==> src/rtl/acc_cpu_pkg.sv <==
// Package acc_cpu_pkg
// Shared encodings for the accumulator core: operation codes, controller
// states, accumulator operations and the control word that the controller
// sends to the datapath. Assumes a 3-bit operation code.
package acc_cpu_pkg;

    localparam int OP_W = 3;

    typedef enum logic [OP_W-1:0] {
        OP_HLT = 3'b000,
        OP_LDA = 3'b001,
        OP_STA = 3'b010,
        OP_ADD = 3'b011,
        OP_SUB = 3'b100,
        OP_BR  = 3'b101,
        OP_BRZ = 3'b110,
        OP_BRP = 3'b111
    } opcode_t;

    typedef enum logic [3:0] {
        S_F_MAR,
        S_F_WAIT,
        S_F_MDR,
        S_F_IR,
        S_DECODE,
        S_O_MAR,
        S_O_WAIT,
        S_O_MDR,
        S_ALU,
        S_ST_MDR,
        S_ST_MAR,
        S_ST_WR,
        S_BRANCH,
        S_PC_INC,
        S_HALT
    } state_t;

    typedef enum logic [1:0] {
        ACC_HOLD,
        ACC_LOAD,
        ACC_ADD,
        ACC_SUB
    } acc_op_t;

    typedef struct packed {
        logic    mar_from_pc;
        logic    mar_from_ir;
        logic    mdr_from_mem;
        logic    mdr_from_acc;
        logic    ir_ld;
        acc_op_t acc_op;
        logic    pc_inc;
        logic    pc_jump;
        logic    mem_we;
    } ctrl_t;

endpackage

==> src/rtl/acc_cpu_mem.sv <==
// Module acc_cpu_mem
// Single-port synchronous RAM shared by code and data. A read returns the
// addressed word one cycle after the address is presented; a write takes
// effect at the clock edge. Contents are not reset; the environment
// preloads them.
module acc_cpu_mem #(
    parameter int ADDR_W = 5,
    parameter int DATA_W = 8
) (
    input  logic              clk,
    input  logic [ADDR_W-1:0] addr,
    input  logic              we,
    input  logic [DATA_W-1:0] wdata,
    output logic [DATA_W-1:0] rdata
);
    localparam int DEPTH = 1 << ADDR_W;

    logic [DATA_W-1:0] mem_q [DEPTH];

    // Write on request and register the read word every cycle.
    always_ff @(posedge clk) begin
        if (we) begin
            mem_q[addr] <= wdata;
        end
        rdata <= mem_q[addr];
    end

endmodule

==> src/rtl/acc_cpu_alu.sv <==
// Module acc_cpu_alu
// Combinational next-accumulator selection: hold, load from the data
// register, add or subtract. Arithmetic wraps at the data width. Also
// reports zero and sign of the current accumulator for branch decisions.
module acc_cpu_alu
    import acc_cpu_pkg::*;
#(
    parameter int DATA_W = 8
) (
    input  acc_op_t           op,
    input  logic [DATA_W-1:0] acc,
    input  logic [DATA_W-1:0] operand,
    output logic [DATA_W-1:0] result,
    output logic              acc_zero,
    output logic              acc_neg
);

    // Pick the value the accumulator takes on the next edge.
    always_comb begin
        unique case (op)
            ACC_LOAD: result = operand;
            ACC_ADD:  result = acc + operand;
            ACC_SUB:  result = acc - operand;
            default:  result = acc;
        endcase
    end

    // Flags for conditional jumps.
    always_comb begin
        acc_zero = (acc == '0);
        acc_neg  = acc[DATA_W-1];
    end

endmodule

==> src/rtl/acc_cpu_datapath.sv <==
// Module acc_cpu_datapath
// Holds PC, MAR, MDR, IR and the accumulator and performs one transfer per
// control word. Assumes the instruction byte is opcode above address, so
// DATA_W equals OP_W + ADDR_W. Reset is synchronous and active low.
module acc_cpu_datapath
    import acc_cpu_pkg::*;
#(
    parameter int ADDR_W = 5,
    parameter int DATA_W = 8
) (
    input  logic              clk,
    input  logic              rst_n,
    input  ctrl_t             ctrl,
    input  logic [DATA_W-1:0] mem_rdata,
    output logic [ADDR_W-1:0] mem_addr,
    output logic [DATA_W-1:0] mem_wdata,
    output opcode_t           ir_op,
    output logic              acc_zero,
    output logic              acc_neg,
    output logic [ADDR_W-1:0] pc,
    output logic [DATA_W-1:0] acc
);
    localparam int OPC_LSB = DATA_W - OP_W;

    logic [ADDR_W-1:0] pc_q;
    logic [ADDR_W-1:0] mar_q;
    logic [DATA_W-1:0] mdr_q;
    logic [DATA_W-1:0] ir_q;
    logic [DATA_W-1:0] acc_q;
    logic [DATA_W-1:0] acc_next;
    logic [ADDR_W-1:0] ir_addr;

    assign ir_addr = ir_q[ADDR_W-1:0];
    assign ir_op   = opcode_t'(ir_q[DATA_W-1:OPC_LSB]);

    acc_cpu_alu #(.DATA_W(DATA_W)) u_alu (
        .op       (ctrl.acc_op),
        .acc      (acc_q),
        .operand  (mdr_q),
        .result   (acc_next),
        .acc_zero (acc_zero),
        .acc_neg  (acc_neg)
    );

    // Program counter: step by one (wrapping) or load the jump target.
    always_ff @(posedge clk) begin
        if (!rst_n) begin
            pc_q <= '0;
        end else if (ctrl.pc_jump) begin
            pc_q <= ir_addr;
        end else if (ctrl.pc_inc) begin
            pc_q <= pc_q + 1'b1;
        end
    end

    // Memory address register: from PC for fetch, from IR for operands.
    always_ff @(posedge clk) begin
        if (!rst_n) begin
            mar_q <= '0;
        end else if (ctrl.mar_from_pc) begin
            mar_q <= pc_q;
        end else if (ctrl.mar_from_ir) begin
            mar_q <= ir_addr;
        end
    end

    // Memory data register: capture the RAM word or the accumulator.
    always_ff @(posedge clk) begin
        if (!rst_n) begin
            mdr_q <= '0;
        end else if (ctrl.mdr_from_mem) begin
            mdr_q <= mem_rdata;
        end else if (ctrl.mdr_from_acc) begin
            mdr_q <= acc_q;
        end
    end

    // Instruction register: copy of the fetched word.
    always_ff @(posedge clk) begin
        if (!rst_n) begin
            ir_q <= '0;
        end else if (ctrl.ir_ld) begin
            ir_q <= mdr_q;
        end
    end

    // Accumulator: takes the ALU result every cycle (hold when idle).
    always_ff @(posedge clk) begin
        if (!rst_n) begin
            acc_q <= '0;
        end else begin
            acc_q <= acc_next;
        end
    end

    assign mem_addr  = mar_q;
    assign mem_wdata = mdr_q;
    assign pc        = pc_q;
    assign acc       = acc_q;

    // a subtract leaves the old accumulator minus the data register.
    a_r5_sub_result: assert property (@(posedge clk) disable iff (!rst_n)
        ctrl.acc_op == ACC_SUB |=> acc_q == $past(acc_q) - $past(mdr_q));

    // a load puts the captured memory word in the accumulator.
    a_r4_load_result: assert property (@(posedge clk) disable iff (!rst_n)
        ctrl.acc_op == ACC_LOAD |=> acc_q == $past(mdr_q));

endmodule

==> src/rtl/acc_cpu_ctrl.sv <==
// Module acc_cpu_ctrl
// Multicycle sequencer. Walks fetch (PC to MAR, RAM wait, MDR, IR),
// decode, then the per-class execute steps, issuing one transfer per
// cycle. Assumes RAM read latency of exactly one cycle. Holds the halted
// flag, which only reset clears.
module acc_cpu_ctrl
    import acc_cpu_pkg::*;
(
    input  logic    clk,
    input  logic    rst_n,
    input  opcode_t ir_op,
    input  logic    acc_zero,
    input  logic    acc_neg,
    output ctrl_t   ctrl,
    output logic    halted
);
    state_t state_q;
    state_t state_d;
    logic   halt_set;
    logic   take_jump;

    // Jump decision for the three jump codes.
    always_comb begin
        unique case (ir_op)
            OP_BR:   take_jump = 1'b1;
            OP_BRZ:  take_jump = acc_zero;
            OP_BRP:  take_jump = !acc_neg && !acc_zero;
            default: take_jump = 1'b0;
        endcase
    end

    // Next state and control word for the current step.
    always_comb begin
        ctrl     = '0;
        halt_set = 1'b0;
        state_d  = state_q;
        unique case (state_q)
            S_F_MAR: begin
                ctrl.mar_from_pc = 1'b1;
                state_d = S_F_WAIT;
            end
            S_F_WAIT: state_d = S_F_MDR;
            S_F_MDR: begin
                ctrl.mdr_from_mem = 1'b1;
                state_d = S_F_IR;
            end
            S_F_IR: begin
                ctrl.ir_ld = 1'b1;
                state_d = S_DECODE;
            end
            S_DECODE: begin
                unique case (ir_op)
                    OP_HLT: begin
                        halt_set = 1'b1;
                        state_d  = S_HALT;
                    end
                    OP_LDA, OP_ADD, OP_SUB: state_d = S_O_MAR;
                    OP_STA:                 state_d = S_ST_MDR;
                    default:                state_d = S_BRANCH;
                endcase
            end
            S_O_MAR: begin
                ctrl.mar_from_ir = 1'b1;
                state_d = S_O_WAIT;
            end
            S_O_WAIT: state_d = S_O_MDR;
            S_O_MDR: begin
                ctrl.mdr_from_mem = 1'b1;
                state_d = S_ALU;
            end
            S_ALU: begin
                unique case (ir_op)
                    OP_LDA:  ctrl.acc_op = ACC_LOAD;
                    OP_ADD:  ctrl.acc_op = ACC_ADD;
                    OP_SUB:  ctrl.acc_op = ACC_SUB;
                    default: ctrl.acc_op = ACC_HOLD;
                endcase
                state_d = S_PC_INC;
            end
            S_ST_MDR: begin
                ctrl.mdr_from_acc = 1'b1;
                state_d = S_ST_MAR;
            end
            S_ST_MAR: begin
                ctrl.mar_from_ir = 1'b1;
                state_d = S_ST_WR;
            end
            S_ST_WR: begin
                ctrl.mem_we = 1'b1;
                state_d = S_PC_INC;
            end
            S_BRANCH: begin
                ctrl.pc_jump = take_jump;
                ctrl.pc_inc  = !take_jump;
                state_d = S_F_MAR;
            end
            S_PC_INC: begin
                ctrl.pc_inc = 1'b1;
                state_d = S_F_MAR;
            end
            default: state_d = S_HALT;
        endcase
    end

    // State register, restarting at fetch on reset.
    always_ff @(posedge clk) begin
        if (!rst_n) begin
            state_q <= S_F_MAR;
        end else begin
            state_q <= state_d;
        end
    end

    // Halted flag: set by a decoded stop, cleared only by reset.
    always_ff @(posedge clk) begin
        if (!rst_n) begin
            halted <= 1'b0;
        end else if (halt_set) begin
            halted <= 1'b1;
        end
    end

    // fetch proceeds through its steps in order.
    a_r3_fetch_order: assert property (@(posedge clk) disable iff (!rst_n)
        state_q == S_F_MAR |=> state_q == S_F_WAIT);

    // a jump step always returns to fetch.
    a_r8_branch_returns: assert property (@(posedge clk) disable iff (!rst_n)
        state_q == S_BRANCH |=> state_q == S_F_MAR);

endmodule

==> src/rtl/acc_cpu_core.sv <==
// Module acc_cpu_core
// Top of the accumulator processor: sequencer, datapath and the shared
// code/data RAM. Exposes the halted flag and the PC and accumulator for
// observation. Assumes the RAM is preloaded before reset is released.
module acc_cpu_core
    import acc_cpu_pkg::*;
#(
    parameter int ADDR_W = 5,
    parameter int DATA_W = 8
) (
    input  logic              clk,
    input  logic              rst_n,
    output logic              halted,
    output logic [ADDR_W-1:0] dbg_pc,
    output logic [DATA_W-1:0] dbg_acc
);
    ctrl_t             ctrl;
    opcode_t           ir_op;
    logic              acc_zero;
    logic              acc_neg;
    logic [ADDR_W-1:0] mem_addr;
    logic [DATA_W-1:0] mem_wdata;
    logic [DATA_W-1:0] mem_rdata;

    acc_cpu_ctrl u_ctrl (
        .clk      (clk),
        .rst_n    (rst_n),
        .ir_op    (ir_op),
        .acc_zero (acc_zero),
        .acc_neg  (acc_neg),
        .ctrl     (ctrl),
        .halted   (halted)
    );

    acc_cpu_datapath #(.ADDR_W(ADDR_W), .DATA_W(DATA_W)) u_dp (
        .clk       (clk),
        .rst_n     (rst_n),
        .ctrl      (ctrl),
        .mem_rdata (mem_rdata),
        .mem_addr  (mem_addr),
        .mem_wdata (mem_wdata),
        .ir_op     (ir_op),
        .acc_zero  (acc_zero),
        .acc_neg   (acc_neg),
        .pc        (dbg_pc),
        .acc       (dbg_acc)
    );

    acc_cpu_mem #(.ADDR_W(ADDR_W), .DATA_W(DATA_W)) u_mem (
        .clk   (clk),
        .addr  (mem_addr),
        .we    (ctrl.mem_we),
        .wdata (mem_wdata),
        .rdata (mem_rdata)
    );

    // reset clears PC, accumulator and halted.
    a_r1_reset_clears: assert property (@(posedge clk)
        !rst_n |=> dbg_pc == '0 && dbg_acc == '0 && !halted);

    // once halted, nothing observable changes.
    a_r9_halt_frozen: assert property (@(posedge clk) disable iff (!rst_n)
        halted |=> halted && $stable(dbg_pc) && $stable(dbg_acc));

    // the written word is the accumulator value.
    a_r6_write_data: assert property (@(posedge clk) disable iff (!rst_n)
        ctrl.mem_we |-> mem_wdata == dbg_acc);

    // a step moves the PC by one, wrapping at the top.
    a_r10_pc_step: assert property (@(posedge clk) disable iff (!rst_n)
        ctrl.pc_inc |=> dbg_pc == $past(dbg_pc) + 1'b1);

endmodule

==> config.mk <==
export PLATFORM = sky130hd
export DESIGN_NAME = acc_cpu_core
export DESIGN_NICKNAME = d
export VERILOG_FILES = /design/src/rtl/acc_cpu_pkg.sv /design/src/rtl/acc_cpu_mem.sv /design/src/rtl/acc_cpu_alu.sv /design/src/rtl/acc_cpu_datapath.sv /design/src/rtl/acc_cpu_ctrl.sv /design/src/rtl/acc_cpu_core.sv
export SDC_FILE = /design/constraint.sdc
export NUM_CORES = 1
export LEC_CHECK = 0
export ABC_AREA = 1
export ABC_CLOCK_PERIOD_IN_PS = 3050
export BUFFER_PORTS_ARGS = -buffer_cell sky130_fd_sc_hd__buf_2
export CORE_UTILIZATION = 53
export CTS_CLUSTER_DIAMETER = 150
export CTS_CLUSTER_SIZE = 24
export DETAILED_ROUTE_END_ITERATION = 6
export HOLD_SLACK_MARGIN = 0.06
export PLACE_DENSITY = 0.75
export RECOVER_POWER = 50
export REMOVE_ABC_BUFFERS = 1
export SLEW_MARGIN = 20
export SYNTH_ARGS = -nofsm -noshare
export SYNTH_HDL_FRONTEND = slang
export SYNTH_SLANG_ARGS = --single-unit
==> constraint.sdc <==
create_clock -name clk -period 3.05 [get_ports clk]
set_clock_uncertainty 0.05 [all_clocks]
set_input_delay 0.305 -clock clk [delete_from_list [all_inputs] [get_ports clk]]
set_output_delay 0.305 -clock clk [all_outputs]
set_load 0.005 [all_outputs]
==> out/results.ini, run 1 <==
[status]
status=finished, violations left
violations=DRC, capacitance limit, slew limit

[final_layout]
final_common_cell=edfxtp_1
syn_to_final_growth_pct=7.96
drive_gt1_frac=0.0800
most-common-layout-cells=edfxtp_1, a22oi_1, a21oi_1
final_nets=995
final_util=0.582

[grt]
grt_pass1_vias=7462
antenna_found_initial=1
grt_first_pass_wirelength_mm=43.0
grt_max_degree=65
grt_use_total=0.237
gr-total-overflow=0

[route]
drt_first_iter_violations=786
drc=2
vias=7781
wl_met2_mm=13.2
via_per_inst=6.11
met1Wirelength_mm=11.8
wl_met3_mm=1.89
wl_mm=27.6
first_pass_iters=7
ant_nets=0
wl_per_cell_um=21.7
top_layer=met4

[power_and_ir_drop]
p_sw_frac=0.315
p_seq_frac=0.521
internal_power_w=0.00693
p_leak_nw=4.53
power.density_nw_per_um2=767
p_clk_frac=0.226
combPwrFrac=0.253
ir_drop_v=0.000429
switching_power_w=0.00318

[timing]
fin_ws_ps=570
worst_slew_pin_slew_ps=1710
setup_viol_count_final=0
slew_headroom=-0.139
hold_viol=0
fmax_ghz=0.403
maxSlewViolCount=202
timing.final.crit_share=0.813
tns_ps=0
rsz0062_at_grt=no
period_needed_ps=2480

[min_path]
hp-class=in2reg
hold_end=u_dp.pc[3]
whs_path_depth=3
min_from=rst_n

[clock_tree]
postCtsSetupRepairBufs=0
cts_buffers=16
cts_tree=built
cts_resized=0
cts_max_path_buffers=3
htree_levels=1
cts.clk_slew.worst_paths_ps=100
cts_sinks=303
clk_latency_ps=510
cts_hold_buffers=0
cts_root_buf=clkbuf_16

[yosys]
yosysSeqAreaShare=0.706
synth-edff-count=256
syn_inst=955
syn_area_per_cell_sq_um=12.8
synth_cell_types=37
async_flop_share=0
ys.flop_type=edfxtp_1
ys_warn_count=0
synth-seq-cells=303
syn-cell-area_sq_um=12200

[critical_path]
worst-path-max-fanout=6
r2r_slack_ps=570
crit_chain=inv_1 > ha_1 > inv_1 > nor3_1 > inv_1 > o31ai_1 > xor2_1 > inv_1 > ha_1 > nand2_1 > inv_1 > a21oi_1 > nand2_1 > nand3_1 > nand3_1 > nand2_1 > a21oi_1
cp-start-kind=flip-flop
cp_data_required_time_ps=3390
cp_slowest_cell=dfxtp_1
r2r_end=u_dp.acc[7]
cp_common_cell=inv_1
r2r-start=u_dp.mem_wdata[1]
arrival_ps=2820
worstSetupPathType=reg2reg
cpPeakStageDelay_ps=320
r2r_cells=17
crit_path_end_kind=flip-flop

[die]
dieWidth_um=154
die_h_um=154
die_area_sq_um=23700
rows=55
core-area_sq_um=22600
initial_core_util=0.540
num_io_pins=16

[run]
cap_violations=6

[place]
hpwlAfterDp_mm=16.8
numPortBuffers=15
post-place-ws_ps=570
place.gp.congestion=0.876

==> power by group through the flow <==
| stage | logic [W] | clock network (W) | registers, W |
|---|---|---|---|
| floorplan | 0.00158 | 0 | 0.00551 |
| global placement | 0.00253 | 0 | 0.00532 |
| detailed placement | 0.00259 | 0 | 0.00533 |
| CTS | 0.00260 | 0.00232 | 0.00524 |
| global route | 0.00293 | 0.00245 | 0.00529 |
| finish | 0.00256 | 0.00229 | 0.00527 |
==> cell usage after synthesis (2+ instances only) <==
cell type	number	area, sq um
buf_4	3	22.5
buf_6	7	78.8
nor2_2	3	18.8
xor2_1	10	87.6
a31oi_1	16	100
nor2_1	81	304
inv_2	4	15.0
nor3_1	17	85.1
nor4_1	2	12.5
or2_1	26	163
a22oi_1	128	961
edfxtp_1	256	7690
o221ai_1	8	70.1
nand2_1	93	349
inv_1	53	199
dfxtp_1	47	941
nand4_1	6	37.5
xnor2_1	3	26.3
ha_1	9	113
nand3_1	12	60.1
or2_0	6	37.5
o21ai_0	18	90.1
buf_2	21	105
a21oi_1	97	485
clkbuf_1	17	63.8
==> metal layers <==
layer,global-route usage,vias to the layer above
met1,0.343,3813
met4,0.0714,0
met5,0,-
li1,-,3600
met2,0.382,316
met3,0.0265,52
==> layout make-up <==
class	instances	area (sq um)
diodes	1	2.50
clock inverters	1	11.3
repair buffers	58	419
well taps	285	357
clock buffers	22	444
fillers	1747	9450
inverters	58	220
multi-input cells	546	3110
flip-flops and latches	303	8630
==> flip-flops by register name, indices dropped and copies added (netlist names), 4 cells and up <==
signal and cells:
u_dp.acc 8, u_ctrl.state_q 4, u_dp.mem_addr 5, u_dp.pc 5, u_dp.mem_wdata 8, u_mem.mem_q 256, u_mem.rdata 8, u_dp.ir_q 8
==> cell families (layout without fill, tap and decap cells) <==
family | count (synthesis) | in the layout | share of synthesized area
XOR/XNOR | 13 | 13 | 0.00932
AND/OR/NAND/NOR | 250 | 250 | 0.0899
flip-flops | 303 | 303 | 0.706
adder cells (fa/ha/maj) | 10 | 10 | 0.0109
buffers and inverters | 106 | 139 | 0.0402
other | 0 | 1 | 0
AO/OA/AOI/OAI | 273 | 273 | 0.143
==> metrics by stage <==
stage | hold slack (ps) | area [sq um] | instances | power, W
finish | 220 | 13200 | 1274 | 0.0101
global route | 251 | 13200 | 1273 | 0.0107
CTS | 205 | 13200 | 1273 | 0.0101
detailed placement | 400 | 12800 | 1250 | 0.00792
global placement | 384 | 12800 | 1250 | 0.00785
floorplan | 375 | 11900 | 907 | 0.00708
==> critical path, delay by kind of cell (launching register included) <==
family | cells | cell delay, ps
AO/OA/AOI/OAI | 3 | 410
XOR/XNOR | 1 | 180
flip-flops | 1 | 320
buffers and inverters | 5 | 390
adder cells (fa/ha/maj) | 2 | 490
AND/OR/NAND/NOR | 6 | 530
==> worst max-delay path by stage <==
| stage | to | cells past startpoint | start | slack, ps |
|---|---|---|---|---|
| 2_1_floorplan | u_mem.mem_q[13][0] | 4 | u_dp.mem_addr[0] | -820 |
| 3_3_place_gp | u_dp.acc[7] | 17 | u_dp.mem_wdata[1] | 640 |
| 3_5_place_dp | u_dp.acc[7] | 17 | u_dp.mem_wdata[1] | 570 |
| 4_1_cts | u_mem.mem_q[11][5] | 7 | u_ctrl.state_q[2] | 550 |
| 5_1_grt | u_dp.acc[7] | 18 | u_dp.mem_wdata[1] | 190 |
| 6_report | u_dp.acc[7] | 17 | u_dp.mem_wdata[1] | 570 |
Power figures use the tool's default switching activity.
==> run 2: changes to the inputs <==
- ABC_CLOCK_PERIOD_IN_PS: 3050 -> 2300
- clock period: 3.05 -> 2.3 ns (I/O delays scaled with it)
==> out/results.ini, run 2 (synthesis gave the netlist of run 1 again) <==
[critical_path]
crit_path_end_kind=flip-flop
arrival_ps=2690  ; -130 ps
crit_end=u_dp.acc[7]
path_buf_inv=4  ; -1
worst-path-max-fanout=3  ; -3
r2r_end=u_dp.acc[7]
worstSetupStartpoint=u_dp.mem_wdata[1]
worstSetupPathType=reg2reg
r2r-start=u_dp.mem_wdata[1]
cpPeakStageDelay_ps=340  ; +20 ps
cp_slowest_cell=dfxtp_2
r2r_cells=17  ; unchanged
cp_data_required_time_ps=2680  ; -710 ps
cp_common_cell=nand2_1
crit_chain=inv_2 > ha_4 > inv_2 > nor3_2 > inv_1 > o31ai_2 > xor2_1 > inv_1 > ha_4 > nand2_4 > nor2_2 > nand2_1 > nand2_1 > nand3_1 > nand3_1 > nand2_1 > a21oi_2
cp-start-kind=flip-flop
cp.depth=17  ; unchanged
r2r_slack_ps=-8  ; -580 ps
critPathTopFamily=simple AND/OR/NAND/NOR gates

[die]
initial_core_util=0.540  ; unchanged
num_io_pins=16  ; unchanged
die_area_sq_um=23700  ; unchanged
core-area_sq_um=22600  ; unchanged
die_h_um=154  ; unchanged
rows=55  ; unchanged
dieWidth_um=154  ; unchanged

[final_layout]
most-common-layout-cells=edfxtp_1, a22oi_1, a21oi_1
drive_gt1_frac=0.157  ; +0.0772
final_nets=1039  ; +4.4%
top_register=u_mem.mem_q
layoutNonFillerInstCount=1323  ; +3.8%
final_util=0.606  ; +0.0234
syn_to_final_growth_pct=12.3
stdcell_area_sq_um=13700  ; +4.0%
largest_reg_flops=256  ; unchanged
final_common_cell=edfxtp_1

[timing]
fin_ws_ps=-8.38  ; -578 ps
maxSlewViolCount=0  ; -100%
rsz0062_at_grt=yes
whs_ps=166  ; -53.9 ps
timing.final.crit_share=1.00  ; +0.190
fmax_ghz=0.433  ; +7.5%
worst_slew_pin_slew_ps=889  ; -820 ps
period_needed_ps=2310  ; -172 ps
slew_headroom=0.408  ; +0.546
setup_viol_count_final=1  ; +1
hold_viol=0  ; unchanged

[clock_tree]
cts_root_buf=clkbuf_16
cts_hold_buffers=0  ; unchanged
cts_tree=built
cts_max_path_buffers=3  ; unchanged
cts.clk_slew.worst_paths_ps=100  ; about the same
clk_latency_ps=500  ; about the same
htree_levels=1  ; unchanged
cts_buffers=16  ; unchanged
cts_sinks=303  ; unchanged

[route]
first_pass_iters=5  ; -2
drt_first_iter_violations=897  ; +14%
wl_mm=28.0  ; +1.6%
via_per_inst=6.07  ; -0.62%
drc=0  ; -2
vias=8030  ; +3.2%
wl_per_cell_um=21.2  ; -2.1%
ant_nets=0  ; unchanged

[place]
place.gp.congestion=0.877  ; +0.15%
dp_cells=1292  ; +3.4%
place_area_sq_um=13100  ; +2.5%
hpwlAfterDp_mm=17.6  ; +5.1%
numPortBuffers=15  ; unchanged

[grt]
grt_pass1_vias=7587  ; +1.7%
grt_first_pass_wirelength_mm=43.3  ; +0.64%
grt_max_degree=54  ; -17%
antenna_found_initial=1  ; unchanged
gr-total-overflow=0  ; unchanged
grt_use_total=0.238  ; +0.000769

[run]
cap_violations=0  ; -6

[power_and_ir_drop]
ir_drop_v=0.000850  ; +98%
p_total_w=0.0144  ; +43%
p_leak_nw=4.81  ; +6.3%
power.density_nw_per_um2=1050  ; +37%

[status]
violations=setup timing
status=finished, violations left

[min_path]
hp-class=in2reg

-- run 2: cell types whose count changed in the layout (fill, tap and decap cells not counted), moves of 5 or more --
cell and change:
a21oi_2 +7, ha_1 -6, nand2_1 -7, ha_4 +6, a21oi_1 -7, nand2_2 +5, buf_4 +49
-- run 2: metrics by stage --
| step | TNS (ps) | setup slack (ps) |
|---|---|---|
| 2_1_floorplan | -201230 | -1570 |
| 3_3_place_gp | -3.25 | -3.25 |
| 3_5_place_dp | -39.5 | -39.5 |
| 4_1_cts | 0 | 14.1 |
| 5_1_grt | -298 | -181 |
| 6_report | -8.38 | -8.38 |
-- run 2: power by group --
part           switching [W]  leakage [nW]  internal (W)  total [W]
clock network        0.00165         0.227       0.00140    0.00306
registers           0.000161          2.74       0.00676    0.00692
logic                0.00281          1.84       0.00165    0.00446
total                0.00463          4.81       0.00981     0.0144
-- run 2: per-layer routing --
metal | vias up | part of all wire | GRT usage
met5 | - | 0 | 0
met2 | 343 | 0.48 | 0.383
met1 | 3953 | 0.42 | 0.341
li1 | 3689 | - | -
met3 | 45 | 0.078 | 0.0324
met4 | 0 | 0.023 | 0.0690
-- run 2: how the worst min path moves through the flow --
stage | startpoint | endpoint | slack (ps) | cells after the start
final | rst_n | u_dp.pc[2] | 170 | 3
after global routing | rst_n | u_dp.pc[2] | 170 | 3
after CTS | rst_n | u_dp.pc[2] | 150 | 3
after detailed placement | u_ctrl.halted | u_ctrl.halted | 390 | 2
after global placement | u_ctrl.halted | u_ctrl.halted | 380 | 2
after floorplan | rst_n | u_dp.pc[2] | 300 | 2
-- run 2: final cells by class --
class                   instances  area [sq um]
clock buffers                  27           463
repair buffers                102           771
inverters                      58           220
diodes                          1          2.50
clock inverters                 1          11.3
multi-input cells             546          3260
flip-flops and latches        303          8630
fillers                      1674          8920
well taps                     285           357
-- run 2: worst reg2reg max path: stages, from the launching register on --
cell and delay, ps:
dfxtp_2 340, inv_2 70, ha_4 130, inv_2 40, nor3_2 90, inv_1 90, o31ai_2 260, xor2_1 170
inv_1 80, ha_4 290, nand2_4 60, nor2_2 100, nand2_1 60, nand2_1 80, nand3_1 80, nand3_1 80
nand2_1 60, a21oi_2 120
-- run 2: repair_timing --
action | in CTS | in global routing
gates resized for setup | 3 | 34
buffers inserted | 0 | 2
endpoints found under the setup margin | 1 | 11
pin swaps | 0 | 12
gates cloned | 0 | 0
==> run 3: changes to the inputs <==
--- a/config.mk
+++ b/config.mk
@@ -20,3 +20,4 @@
 export SYNTH_ARGS = -nofsm -noshare
 export SYNTH_HDL_FRONTEND = slang
+export SYNTH_HIERARCHICAL = 1
 export SYNTH_SLANG_ARGS = --single-unit
==> constraint.sdc (replaced) <==
create_clock -name clk -period 2.3 [get_ports clk]
set_clock_uncertainty 0.05 [all_clocks]
set_input_delay 0.23 -clock clk [delete_from_list [all_inputs] [get_ports clk]]
set_output_delay 0.23 -clock clk [all_outputs]
set_load 0.01 [all_outputs]
==> out/results.ini, run 3 <==
[yosys]
ys_warn_count=6  ; +6
syn_area_per_cell_sq_um=9.22  ; -28%
synth-edff-count=256  ; unchanged
synth_top_area_share=0.565  ; -0.0638
synthTopCellsByCount=nand2_1, edfxtp_1, nor2_1
yosys-top-cells-area=edfxtp_1, nand2_1, dfxtp_1
yosys.area.top_type=edfxtp_1
async_flop_share=0  ; unchanged
syn_inst=1474  ; +54%
ys.flop_type=edfxtp_1
synth.most_common_cell=nand2_1
syn-cell-area_sq_um=13600  ; +11%
synth-seq-cells=303  ; unchanged
synth_cell_types=35  ; -5.4%
yosysSeqAreaShare=0.635  ; -0.0716

[power_and_ir_drop]
p_leak_nw=6.66  ; +38%
power.density_nw_per_um2=962  ; -8.6%
ir_drop_v=0.000816  ; -4.0%
internal_power_w=0.00953  ; -2.9%
p_clk_frac=0.209  ; -0.003
p_seq_frac=0.451  ; -0.028
p_sw_frac=0.348  ; +0.0279
combPwrFrac=0.340  ; +0.031
switching_power_w=0.00509  ; +10%

[final_layout]
drive_gt1_frac=0.135  ; -0.0226
fillers=2059  ; +23%
syn_to_final_growth_pct=11.8
diodes=0  ; -1
most-common-layout-cells=nand2_1, edfxtp_1, buf_4
largest_reg_flops=256  ; unchanged
final_nets=1570  ; +51%
top_register=u_mem/mem_q
final_common_cell=nand2_1
final_util=0.604  ; -0.00237

[grt]
grt_max_degree=67  ; +24%
grt_pass1_vias=9376  ; +24%
grt_first_pass_wirelength_mm=48.0  ; +11%
gr-total-overflow=0  ; unchanged
antenna_found_initial=0  ; -1
grt_use_total=0.233  ; -0.00473

[critical_path]
r2r_slack_ps=-130  ; -120 ps
r2r-start=u_ctrl/state_q[2]
r2r_end=u_dp/acc[7]
crit_end=u_dp/acc[7]
worstSetupPathType=reg2reg
r2r_cells=19  ; +2
crit_path_end_kind=flip-flop
arrival_ps=2800  ; +110 ps
worst-path-max-fanout=6  ; +3
cp-start-kind=flip-flop
cp_data_required_time_ps=2670  ; about the same
worstSetupStartpoint=u_ctrl/state_q[2]

[clock_tree]
cts.clk_slew.worst_paths_ps=90  ; about the same
cts_sinks=303  ; unchanged
cts_tree=built
clk_latency_ps=500  ; about the same
cts_buffers=16  ; unchanged
htree_levels=1  ; unchanged
cts_max_path_buffers=3  ; unchanged
cts_root_buf=clkbuf_16

[place]
post-place-ws_ps=-232  ; -193 ps
place.gp.congestion=0.878  ; about the same
numPortBuffers=15  ; unchanged
hpwlAfterDp_mm=18.7  ; +6.3%

[die]
die_h_um=162  ; +5.4%
initial_core_util=0.540  ; about the same
rows=58  ; +5.5%
num_io_pins=16  ; unchanged
die_area_sq_um=26300  ; +11%
dieWidth_um=162  ; +5.4%
core-area_sq_um=25200  ; +11%

[timing]
fin_ws_ps=-131  ; -123 ps
slew_headroom=0.111  ; -0.297
timing.final.crit_share=1.06  ; +0.0533
hold_viol=0  ; unchanged
tns_ps=-322  ; -313 ps
fmax_ghz=0.411  ; -5.0%
setup_viol_count_final=5  ; +4
period_needed_ps=2430  ; +123 ps
worst_slew_pin_slew_ps=1330  ; +445 ps
maxSlewViolCount=0  ; unchanged
rsz0062_at_grt=yes

[route]
wl_per_cell_um=15.8  ; -26%
drt_first_iter_violations=865  ; -3.6%
via_per_inst=5.13  ; -16%
ant_nets=0  ; unchanged
wl_mm=29.9  ; +6.7%
vias=9730  ; +21%
first_pass_iters=5  ; unchanged
drc=0  ; unchanged

[min_path]
hp-class=reg2reg

[status]
status=finished, violations left
violations=setup timing

[run]
cap_violations=0  ; unchanged

==> run 3: cell types whose count changed after synthesis, sizes merged, moves of 10 or more <==
cell and delta:
nand2 +697, a22oi -127, a21oi -70, or2 -32
inv +28, nand3 +23, buf +20, a31oi -15
nor2 +10
==> run 3: power groups by stage <==
stage                     combinational, W  sequential [W]  clock [W]
after floorplan                    0.00265         0.00698          0
after global placement             0.00440         0.00667          0
after global routing               0.00556         0.00662    0.00330
after detailed placement           0.00449         0.00668          0
final                              0.00497         0.00659    0.00305
after CTS                          0.00475         0.00657    0.00311
==> run 3: timing repair <==
item / in CTS / in global routing
setup endpoints to repair: 6 / 12
hold buffers: 1 / 0
endpoints found under the hold margin: 10 / 0
pin swaps: 10 / 24
resized for setup: 30 / 20
buffers inserted: 5 / 3
==> run 3: logic make-up (layout without fill, tap and decap cells) <==
family,Yosys count,count (layout),synth area share
xor gates and xnor gates,7,7,0.00451
DFF,303,303,0.635
AOI/OAI and AO/OA,64,64,0.0263
adders and majority gates,10,10,0.00976
and+or+nand+nor,943,943,0.273
buffers and inverters,147,241,0.0517
==> run 3: worst min path at each step <==
stage	start	slack [ps]	depth (start not counted)	endpoint
floorplan	rst_n	270	2	u_dp/acc[0]
finish	u_ctrl/halted	410	2	u_ctrl/halted
CTS	u_ctrl/halted	420	2	u_ctrl/halted
detailed placement	u_ctrl/halted	400	2	u_ctrl/halted
global route	u_ctrl/halted	450	2	u_ctrl/halted
global placement	u_ctrl/halted	390	2	u_ctrl/halted
==> run 3: critical path: stages (launching register included) <==
cell and delay [ps]:
dfxtp_2 330, inv_2 50, nand2_2 50, inv_2 60, buf_4 100, nand3_2 90
nor2_4 160, nand2_4 100, nand2_2 90, xor2_1 150, ha_1 280, a21oi_2 170
nand2_2 120, buf_4 150, a21oi_2 100, nand3_1 70, nand3_1 70, nand2_1 50
nand2_1 50, inv_1 30
==> run 3: cell type report <==
class / instances / area [sq um] / share of cell area
flip-flops and latches: 303 / 8640 / 0.569
multi-input cells: 1024 / 4390 / 0.289
repair buffers: 125 / 941 / 0.0619
clock buffers: 27 / 463 / 0.0305
well taps: 330 / 413 / 0.0272
inverters: 88 / 337 / 0.0221
clock inverters: 1 / 11.3 / 0.000741
==> run 3: through the flow <==
stage	std cells	total power (W)	hold slack [ps]	cell area (sq um)
after detailed placement	1861	0.0112	399	14500
after floorplan	1415	0.00963	273	13200
final	1898	0.0146	409	15200
after global routing	1898	0.0155	453	15200
after global placement	1861	0.0111	390	14500
after CTS	1895	0.0144	416	15100
==> run 3: layer usage <==
metal | up-vias | wire length, um | GRT usage
met3 | 50 | 1470 | 0.0245
met4 | 0 | 790 | 0.0776
met5 | - | 0 | 0
li1 | 4885 | - | -
met2 | 246 | 14800 | 0.395
met1 | 4549 | 12900 | 0.316
